`src/rtl/reset_guard_pkg.sv`:
```
package reset_guard_pkg;
  // width of a counter that must hold values 0..len
  function automatic int unsigned cnt_width(input int unsigned len);
    return (len < 2) ? 1 : $clog2(len + 1);
  endfunction

  // true on the final tick of a window of len cycles counted from 0
  function automatic logic last_tick(input int unsigned cnt, input int unsigned len);
    return (cnt + 1) >= len;
  endfunction
endpackage

```
`src/rtl/rg_sync.sv`:
```
module rg_sync #(
  parameter int   STAGES = 2,
  parameter logic INIT   = 1'b0
) (
  input  logic clk,
  input  logic arst_n,
  input  logic d,
  output logic q
);
  logic [STAGES-1:0] pipe;

  generate
    if (STAGES == 1) begin : g_one
      always_ff @(posedge clk or negedge arst_n)
        if (!arst_n) pipe <= INIT;
        else         pipe <= d;
    end else begin : g_many
      always_ff @(posedge clk or negedge arst_n)
        if (!arst_n) pipe <= {STAGES{INIT}};
        else         pipe <= {pipe[STAGES-2:0], d};
    end
  endgenerate

  assign q = pipe[STAGES-1];
endmodule

```
`src/rtl/rg_hold_timer.sv`:
```
module rg_hold_timer
  import reset_guard_pkg::*;
#(
  parameter int unsigned DELAY_CYC = 20,
  localparam int unsigned W = cnt_width(DELAY_CYC)
) (
  input  logic         clk,
  input  logic         arst_n,
  input  logic         cause,
  output logic         hold,
  output logic [W-1:0] cnt
);
  always_ff @(posedge clk or negedge arst_n) begin
    if (!arst_n) begin
      hold <= 1'b1;
      cnt  <= '0;
    end else if (cause) begin
      hold <= 1'b1;
      cnt  <= '0;
    end else if (hold) begin
      if (last_tick(32'(cnt), DELAY_CYC)) begin
        hold <= 1'b0;
        cnt  <= '0;
      end else begin
        cnt <= cnt + 1'b1;
      end
    end
  end
endmodule

```
`src/rtl/rg_wd_timer.sv`:
```
module rg_wd_timer
  import reset_guard_pkg::*;
#(
  parameter int unsigned TOUT_CYC = 50,
  localparam int unsigned W = cnt_width(TOUT_CYC)
) (
  input  logic         clk,
  input  logic         arst_n,
  input  logic         rst_act,
  input  logic         kick,
  output logic         expire,
  output logic [W-1:0] cnt
);
  assign expire = !rst_act && !kick && last_tick(32'(cnt), TOUT_CYC);

  always_ff @(posedge clk or negedge arst_n) begin
    if (!arst_n)                         cnt <= '0;
    else if (rst_act || kick || expire)  cnt <= '0;
    else                                 cnt <= cnt + 1'b1;
  end
endmodule

```
`src/rtl/reset_guard.sv`:
```
module reset_guard
  import reset_guard_pkg::*;
#(
  parameter int unsigned DELAY_CYC   = 9_000_000,
  parameter int unsigned TOUT_CYC    = 40_000_000,
  parameter int          SYNC_STAGES = 2
) (
  input  logic clk,
  input  logic por_n,
  input  logic supply_ok,
  input  logic mr_n,
  input  logic wd_kick,
  output logic rst_n_o,
  output logic rst_o
);
  localparam int unsigned DW = cnt_width(DELAY_CYC);
  localparam int unsigned WW = cnt_width(TOUT_CYC);

  logic          mr_s, wd_s, wd_prev;
  logic          kick_edge, rst_act, cause, hold, wd_expire;
  logic [DW-1:0] hold_cnt;
  logic [WW-1:0] wd_cnt;

  rg_sync #(.STAGES(SYNC_STAGES), .INIT(1'b1)) u_mr_sync (
    .clk(clk), .arst_n(por_n), .d(mr_n), .q(mr_s));

  rg_sync #(.STAGES(SYNC_STAGES), .INIT(1'b0)) u_wd_sync (
    .clk(clk), .arst_n(por_n), .d(wd_kick), .q(wd_s));

  always_ff @(posedge clk or negedge por_n)
    if (!por_n) wd_prev <= 1'b0;
    else        wd_prev <= wd_s;

  assign kick_edge = wd_s ^ wd_prev;
  assign rst_act   = hold | !supply_ok | !mr_s;
  assign cause     = !supply_ok | !mr_s | wd_expire;

  rg_hold_timer #(.DELAY_CYC(DELAY_CYC)) u_hold (
    .clk(clk), .arst_n(por_n), .cause(cause), .hold(hold), .cnt(hold_cnt));

  rg_wd_timer #(.TOUT_CYC(TOUT_CYC)) u_wd (
    .clk(clk), .arst_n(por_n), .rst_act(rst_act), .kick(kick_edge),
    .expire(wd_expire), .cnt(wd_cnt));

  assign rst_o   = rst_act;
  assign rst_n_o = !rst_act;
endmodule

```
`config.mk`:
```
export PLATFORM = sky130hd
export DESIGN_NAME = reset_guard
export DESIGN_NICKNAME = d
export VERILOG_FILES = /design/src/rtl/reset_guard_pkg.sv /design/src/rtl/rg_sync.sv /design/src/rtl/rg_hold_timer.sv /design/src/rtl/rg_wd_timer.sv /design/src/rtl/reset_guard.sv
export SDC_FILE = /design/constraint.sdc
export NUM_CORES = 1
export LEC_CHECK = 0
export CAP_MARGIN = 20
export CORE_MARGIN = 3
export CORE_UTILIZATION = 39
export CTS_BUF_LIST = sky130_fd_sc_hd__clkbuf_4
export DETAILED_ROUTE_END_ITERATION = 10
export MAX_ROUTING_LAYER = met4
export PLACE_DENSITY_LB_ADDON = 0.15
export SYNTH_ARGS = -nofsm -noshare
export SYNTH_HDL_FRONTEND = slang
export SYNTH_SLANG_ARGS = --single-unit
```
`constraint.sdc`:
```
create_clock -name clk -period 3.7 [get_ports clk]
set_clock_uncertainty 0.1 [all_clocks]
set_input_delay 0.74 -clock clk [delete_from_list [all_inputs] [get_ports clk]]
set_output_delay 0.74 -clock clk [all_outputs]
set_load 0.03 [all_outputs]
```
; Word-level counts from Yosys, hierarchy flattened
; Cells that the tools add are included.
; W data, S select, Z words.
[classes]
addsub = 4
magnitude_cmp = 2
muxes = 7
n_reduce_logical = 9
bitwise_logic = 5
[op_table]
columns = cell, n
row1 = $mux W24, 3
row2 = $ge A32 B24 Y1 const B, 1
row3 = $ge A32 B26 Y1 const B, 1
row4 = $add A26 B1 Y27 const B, 1
row5 = $add A26 B1 Y26 const B, 1
row6 = $mux W26, 1
row7 = $add A24 B1 Y25 const B, 1
row8 = $add A24 B1 Y24 const B, 1
row9 = $logic_not A1 Y1, 4
row10 = $or A1 B1 Y1, 4
row11 = $mux W1, 3
row12 = $logic_and A1 B1 Y1, 2
row13 = $logic_or A1 B1 Y1, 2
row14 = $reduce_bool A2 Y1, 1
row15 = $xor A1 B1 Y1, 1
[totals]
regBits = 56
word_cells = 33
in_bits = 5

; Depth between registers and ports, before layout
; Gate-level depths: netlist (run 1).
[depth]
word_depth = 8
ltp_mapped = 13

; Cells and area by module
; Synthesis (run 1) repeated with hierarchy kept, for this count alone.
[hier_totals]
cells_unflattened = 474
area_unflattened_um2 = 3947.5
[modules_own_cells]
columns = module, n_inst, area_each_um2, cells_per_inst
row1 = rg_hold_timer, 1, 2055.7, 270
row2 = rg_wd_timer, 1, 1731.7, 195
row3 = reset_guard, 1, 57.6, 5
row4 = rg_sync (u_mr_sync), 1, 52.6, 2
row5 = rg_sync (u_wd_sync), 1, 50.0, 2

; Worst setup path after synthesis (run 1)
; Ideal clock, no wire load.
[synth_path]
kind = register -> register
from = register u_wd.cnt[0]
to = register u_hold.cnt[21]
setup_ps = 127
required_ps = 3473
setup_slack_ps = 803
arrival_ps = 2670
path_stages_with_launch = 12
path_buffers = 1
path_cell_list = dfrtp_1 > ha_1 > nand4_1 > or3_1 > nor4_1 > nor3_1 > a21o_1 > o32ai_1 > nand2_1 > nand3_1 > buf_4 > a31oi_1
[synth_between]
elab_chain_cells = 5
word_cells_on_any_way = 6
classes_between = add/sub: 1 / order compare: 1 / mux: 1 / bitwise: 1 / reduce/logical: 2
[synth_lines]
columns = item, line
row1 = start: declaration, rg_wd_timer.sv:12  ; output logic [W-1:0] cnt
row2 = start signal: assignment, rg_wd_timer.sv:19  ; else cnt <= cnt + 1'b1;
row3 = $add A26 B1 Y27 (*), reset_guard_pkg.sv:9  ; return (cnt + 1) >= len;
row4 = $ge A32 B26 Y1 (*), reset_guard_pkg.sv:9
row5 = $logic_and A1 B1 Y1 (*), rg_wd_timer.sv:14  ; assign expire = !rst_act && !kick && last_tick(32'(cnt), TOUT_CYC);
row6 = $or A1 B1 Y1 (*), reset_guard.sv:36  ; assign cause = !supply_ok | !mr_s | wd_expire;
row7 = $mux W24 or $reduce_bool A2 Y1 (tied branches), -
row8 = end signal: assignment, rg_hold_timer.sv:25  ; cnt <= cnt + 1'b1;
row9 = end: declaration, rg_hold_timer.sv:11  ; output logic [W-1:0] cnt
; Every way passes the cells marked *; elsewhere a longest branch is shown, timed or not.
; A chain may end at the register's enable or synchronous reset.

; Worst setup path in the final report (run 1)
[layout_path]
from = register u_wd.cnt[5]
to = register u_hold.cnt[22]
; Same word-level chain as after synthesis.

==> run summary, run 1 <==
Status - finished clean
DRC viols - 0
# hold bufs at CTS - 0
CTS tree - done
Mean Syn Cell Area - 8.20 µm²
First-pass GRT wire length - 16200 µm
Layout cell share with drive strength beyond 1 - 0.0766
Die X - 105 µm
Final setup vio count - 0
Crit start category - flop
#FFs+latches synth - 56
Leak Pwr - 1.45 nW
Fmax - 0.318 GHz
Worst-skew pair later-pin latency - 0.42 ns
Critical path required time - 3.90 ns
Detailed Place HPWL - 6340 µm
Ys async rst share - 1.00
# diodes - 0
Slew Viols, Final - 0
Vias in the first global route - 3341
Synth cell types - 59
Sequential share of the synthesized area - 0.370
Routed len/inst - 15.6 µm
Gr ovfl total - 0
Max clock buf depth - 2
Initial antenna violation count - 0
Via density - 5.83
Post-DRT Antenna Nets - 0
Placer congestion estimate - 0.834
Tcrit/Tclk final - 0.851
Post-synth EDFFs - 0
WL final - 9160 µm
R2R depth - 10
Rel. slew slack - 0.551
Post-Synthesis Cells - 463
CTS buffer count - 5
RSZ-0062 raised after global routing - false
Final worst slack - 0.552 ns
Yosys warns - 0
Pwr/cell area - 255 nW/µm²
Max rail drop VDD - 0.189 mV
Global Route Usage Sum - 0.180
I/O pin count - 7
Layout net count - 464
DR pass1 iterations - 4
Initial Utilization - 0.405
DR iter-0 viols - 100
Post-CTS setup buffer count - 0
Worst slew pin tran - 0.672 ns
# rows - 35
Nature of the critical path endpoint - flop
Final Critical Period - 3.15 ns
Syn nets - 471
Worst hold path type - in -> async
Register clock-pin slew on the reported worst setup and hold paths - 0.18 ns
Critical Path Fanout Max - 13
Largest net degree at the start of global routing - 45
CTS HTree Levels - 2
Ys flop type - dfrtp_1
Max-Cap Viols - 0
# port buffers - 6
Dpl ws - 0.584 ns
Pwr Total - 1.03 mW
Finished Core Util - 0.431
Final setup TNS - 0 ns
WS Path Type - reg -> reg
Die Area - 11000 µm²
Core Region - 9370 µm²
Vias - 3416
CTS root buffer - clkbuf_4
Die H - 105 µm
Final Hold Vio Count - 0
Area delta synth->final - 6.46%
CTS Sinks - 56
WP data arrival - 3.35 ns
Post-cts sizing count - 0
Synth Cell Area - 3800 µm²
-- worst paths after layout --
kind,startpoint,end,slack (ns)
max in group asynchronous,por_n,u_hold.hold,2.73
max,u_wd.cnt[5],u_hold.cnt[22],0.55
min in group clk,u_mr_sync.pipe[0],u_mr_sync.pipe[1],0.27
min reg2reg,u_mr_sync.pipe[0],u_mr_sync.pipe[1],0.27
min,por_n,u_wd.cnt[6],0.15
max reg2reg,u_wd.cnt[5],u_hold.cnt[22],0.55
-- metal layers --
| layer | wire [µm] | vias up | GRT usage |
|---|---|---|---|
| met2 | 4480 | 58 | 0.292 |
| met3 | 275 | 13 | 0.0296 |
| li1 | - | 1684 | - |
| met5 | 0 | - | - |
| met1 | 4260 | 1661 | 0.231 |
| met4 | 138 | 0 | 0.0609 |
-- cells in the mapped netlist (all sizes together) (3+ instances only) --
cell / n / area [µm²]
dfstp: 3 / 78.8
or3: 6 / 37.5
or2: 3 / 18.8
nand2: 46 / 173
nor3: 18 / 95.1
nand3: 44 / 220
nand4: 39 / 259
o211ai: 6 / 45.0
a31oi: 17 / 106
and3: 7 / 43.8
a21oi: 14 / 70.1
a211oi: 4 / 30.0
dfrtp: 53 / 1330
nor3b: 6 / 45.0
and4: 3 / 26.3
nor2: 49 / 186
xnor2: 15 / 131
ha: 3 / 37.5
nor2b: 9 / 56.3
xor2: 14 / 123
and2: 8 / 50.1
nand2b: 4 / 25.0
nor4: 10 / 77.6
clkbuf: 18 / 67.6
buf: 14 / 96.3
o21ai: 8 / 40.0
nand4b: 5 / 43.8
inv: 8 / 30.0
-- worst max-delay path: stages, from the launching register on --
cell	delay (ns)
dfrtp_1	0.52
nand4_1	0.32
or3_1	0.49
nor4_1	0.32
nor3_1	0.14
a21o_1	0.17
o32ai_1	0.40
nand2_1	0.13
nand3_1	0.15
buf_4	0.22
a211oi_1	0.06
-- power by group --
| group | internal (mW) | switching (mW) |
|---|---|---|
| Clock | 0.153 | 0.227 |
| Combinational | 0.0100 | 0.0201 |
| Sequential | 0.617 | 0.00304 |
| Total | 0.780 | 0.251 |
-- cells by family after synthesis --
logic type / after synthesis / synth area share
muxes: 1 / 0.00264
AOI/OAI and AO/OA: 73 / 0.133
xor gates and xnor gates: 29 / 0.0669
and+or+nand+nor: 261 / 0.367
DFF: 56 / 0.370
buffers and inverters: 40 / 0.0511
adders and majority gates: 3 / 0.00989
-- registers in the layout, summed over array words and instances (netlist names) --
| register | flops |
|---|---|
| u_wd.cnt | 26 |
| u_hold.cnt | 24 |
| u_mr_sync.pipe | 2 |
| u_wd_sync.pipe | 2 |
| u_hold.hold | 1 |
| wd_prev | 1 |
-- cells in the final DEF (no fill, tap or decap), types with 2 or more instances in the layout --
cell type        count
a2111oi_0            2
a21o_1               2
nand3b_1             2
o21ai_0              8
nor3_1              17
and3_1               7
nand2b_1             4
and2_1               8
clkbuf_4             6
ha_1                 3
dfstp_2              3
nand3_1             44
a31oi_1             16
clkdlybuf4s50_1      5
o211ai_1             6
a211oi_1             4
nor2_1              48
nand4b_1             5
buf_4               11
a311oi_1             2
o22ai_1              2
a21oi_1             14
xnor2_1             15
and4_1               3
nor4_1               9
nor3b_1              6
inv_1                8
nor2b_1              9
dfrtp_1             53
or2_2                2
xor2_1              14
nand4_1             38
or3_1                6
nand2_1             46
-- stage by stage --
stage,cell area (µm²),cells,hold slack [ns]
floorplan,3800,463,0.231
global placement,3940,577,0.240
detailed placement,3940,577,0.237
CTS,4020,585,0.272
global route,4040,586,0.165
finish,4040,586,0.151
-- area by class of cell --
type | count | area, µm²
clock inverter | 2 | 38.8
tap | 129 | 161
timing repair buffer | 18 | 158
multi-input combinational | 367 | 2200
inverter | 8 | 30.0
sequential | 56 | 1410
clock buffer | 6 | 45.0
fill | 948 | 5330
Power figures use the tool's default switching activity.
==> run 2, diff against run 1 <==
Settings changed: ABC_AREA set to 1.
==> run 2 against run 1 <==
Via count is 0.47% lower. Setup slack better by 0.10 ns. Register-to-register slack gained 0.10 ns. Flip-flop and latch count unchanged. Synthesized cell count increased by 20%. Wire length is 3.3% lower. Worst hold slack gained 0.12 ns. Total power decreased by 2.4%. Sequential power hardly changed. Sequential share of layout area up 0.52 points. Combinational power down 17%. Critical endpoint is now u_hold.cnt[17]. Largest cell class unchanged. Highest routed layer unchanged.
==> run summary, run 2 <==
Critical Path Fanout Max - 49 (+36)
Fmax - 0.329 GHz (+3.4%)
Register clock-pin slew on the reported worst setup and hold paths - 0.18 ns (about the same)
Final setup vio count - 0 (unchanged)
Final Critical Period - 3.04 ns (-0.104 ns)
Routed len/inst - 12.9 µm (-18%)
Placer congestion estimate - 0.923 (+11%)
Finished Core Util - 0.429 (-0.00240)
Vias in the first global route - 3003 (-10%)
Sequential share of the synthesized area - 0.376 (+0.00608)
Detailed Place HPWL - 6660 µm (+5.0%)
# diodes - 0 (unchanged)
Yosys warns - 0 (unchanged)
CTS HTree Levels - 2 (unchanged)
Post-DP Area - 3900 µm² (-1.0%)
R2R depth - 16 (+6)
Status - finished clean
Leak Pwr - 1.77 nW (+22%)
Synth area leader - dfrtp_1
Ys async rst share - 1.00 (unchanged)
CTS Sinks - 56 (unchanged)
Crit start category - flop
Met3 Use GR - 0.0223 (-0.00730)
# rows - 35 (unchanged)
Max rail drop VDD - 0.138 mV (-27%)
Synth Cell Area - 3730 µm² (-1.6%)
Most common cell in the netlist - nand2_1
Worst slew pin tran - 0.867 ns (+0.195 ns)
Synth cell types - 31 (-47%)
DRC viols - 0 (unchanged)
RR Startpoint - u_wd.cnt[0]
#FFs+latches synth - 56 (unchanged)
# port buffers - 6 (unchanged)
I/O pin count - 7 (unchanged)
Core Region - 9280 µm² (-0.93%)
Final Hold Vio Count - 0 (unchanged)
Final instance area - 3980 µm² (-1.5%)
Die X - 104 µm (-0.76%)
WS Path Type - reg -> reg
Most common cell after layout, fill and taps aside - nand2_1
Post-Synthesis Cells - 554 (+20%)
First-pass GRT wire length - 15200 µm (-5.7%)
Syn nets - 562 (+19%)
Post-DRT Antenna Nets - 0 (unchanged)
GR peak layer - met1
Slew Viols, Final - 0 (unchanged)
Gr ovfl total - 0 (unchanged)
Mean Syn Cell Area - 6.74 µm² (-18%)
Post-cts sizing count - 0 (unchanged)
Initial antenna violation count - 0 (unchanged)
CTS root buffer - clkbuf_4
Tcrit/Tclk final - 0.823 (-0.0281)
Post-synth EDFFs - 0 (unchanged)
Final setup TNS - 0 ns (unchanged)
WL final - 8860 µm (-3.3%)
Die H - 104 µm (-0.76%)
Top cells by count, synth - nand2_1 (182), nor2_1 (95), dfrtp_1 (53), inv_1 (53), nand3_1 (51)
Synth top area cells - dfrtp_1 (36%), nand2_1 (18%), nor2_1 (9.5%), nand3_1 (6.8%), inv_1 (5.3%)
CTS buffer count - 5 (unchanged)
Met1 usage - 0.276 (+0.0453)
DR pass1 iterations - 5 (+1)
CP Launch Point - u_wd.cnt[0]
Max FFs per register - 26 (unchanged)
Pwr/cell area - 253 nW/µm² (-0.94%)
Critical path required time - 3.89 ns (about the same)
Layout cell share with drive strength beyond 1 - 0.0751 (-0.00145)
# hold bufs at CTS - 0 (unchanged)
CTS tree - done
Global Route Usage Sum - 0.174 (-0.00678)
Setup crit end - u_hold.cnt[17]
Rel. slew slack - 0.422 (-0.129)
DR iter-0 viols - 183 (+83%)
Max clock buf depth - 2 (unchanged)
R2r endpoint - u_hold.cnt[17]
RSZ-0062 raised after global routing - false
Vias - 3400 (-0.47%)
Largest net degree at the start of global routing - 50 (+11%)
R2r setup slk - 0.66 ns (+0.10 ns)
Largest regs - u_wd.cnt (26), u_hold.cnt (24)
Nature of the critical path endpoint - flop
Ys flop type - dfrtp_1
Layout net count - 566 (+22%)
Met2 usage - 0.238 (-0.0547)
Area delta synth->final - 6.60%
Commonest cells after routing, fill and taps aside - nand2_1 (182), nor2_1 (94), inv_1 (53), dfrtp_1 (53), nand3_1 (51)
Worst-skew pair later-pin latency - 0.39 ns (-0.03 ns)
Initial Utilization - 0.402 (-0.00278)
Yosys top cell area share - 0.355 (+0.00574)
Post-CTS setup buffer count - 0 (unchanged)
Die Area - 10800 µm² (-1.5%)
Max-Cap Viols - 0 (unchanged)
Pwr Total - 1.01 mW (-2.4%)
Worst hold path type - reg -> reg
Via density - 4.94 (-15%)
Reg with most FFs - u_wd.cnt
WP data arrival - 3.24 ns (-0.11 ns)
run 2: cell count changes after synthesis, sizes merged, moves of 6 or more:
cell / change
nor3: -13
or3: -6
a31oi: -16
nand4: -9
inv: +45
nor4: -10
nand2: +140
nor2: +59
and2: -8
nor2b: -9
xnor2: -9
nand3: +10
clkbuf: -16
and3: -7
run 2: worst min-delay path by stage:
| stage | to | slack [ns] | from | cells past startpoint |
|---|---|---|---|---|
| floorplan | u_wd_sync.pipe[1] | 0.23 | u_wd_sync.pipe[0] | 0 |
| global placement | u_wd_sync.pipe[1] | 0.24 | u_wd_sync.pipe[0] | 0 |
| detailed placement | u_wd_sync.pipe[1] | 0.24 | u_wd_sync.pipe[0] | 0 |
| CTS | u_mr_sync.pipe[1] | 0.28 | u_mr_sync.pipe[0] | 0 |
| global route | u_mr_sync.pipe[1] | 0.29 | u_mr_sync.pipe[0] | 0 |
| finish | u_mr_sync.pipe[1] | 0.27 | u_mr_sync.pipe[0] | 0 |
run 2: cell type report:
type	instances	area (µm²)
clock buffers	5	37.5
clock inverters	3	47.5
fillers	1024	5300
inverters	53	199
multi-input cells	432	2050
flip-flops and latches	56	1410
well taps	129	161
repair buffers	10	85.1
run 2: logic make-up after synthesis:
| family | share of synthesized area |
|---|---|
| and+or+nand+nor | 0.463 |
| buffers and inverters | 0.0767 |
| DFF | 0.376 |
| xor gates and xnor gates | 0.0466 |
| AOI/OAI and AO/OA | 0.0271 |
| adders and majority gates | 0.0101 |
run 2: per-stage QoR:
step	hold slack [ns]	worst slack [ns]	instances
floorplan	0.231	0.951	554
global placement	0.245	0.685	680
detailed placement	0.237	0.640	680
CTS	0.275	0.683	688
global route	0.287	0.302	688
finish	0.271	0.656	688
run 2: worst max-delay path: stages, from the launching register on:
cell and delay [ns]:
dfrtp_1 0.49, ha_1 0.28, nand2_1 0.12, nor2_4 0.19, nand2_2 0.16, nor2_2 0.14
nand2_1 0.08, nand2_1 0.08, nand2_1 0.05, nor2_1 0.10, nand2_1 0.05, nand2_1 0.08
nand3_2 0.10, nand3_2 0.07, nand2_2 0.47, nand4_1 0.29, nand2_1 0.08
run 2: report_power, final:
group,total (mW),leakage (nW),internal (mW),switching [mW]
combinational,0.0249,0.965,0.00599,0.0189
sequential,0.620,0.764,0.617,0.00320
clock,0.360,0.0454,0.145,0.215
total,1.01,1.77,0.768,0.238
run 2: layer usage:
metal	part of all wire	up-vias	routed length, µm
met3	0.044	6	386
met2	0.41	68	3610
met4	0.0079	0	70
met1	0.54	1562	4790
met5	0	-	0
li1	-	1764	-
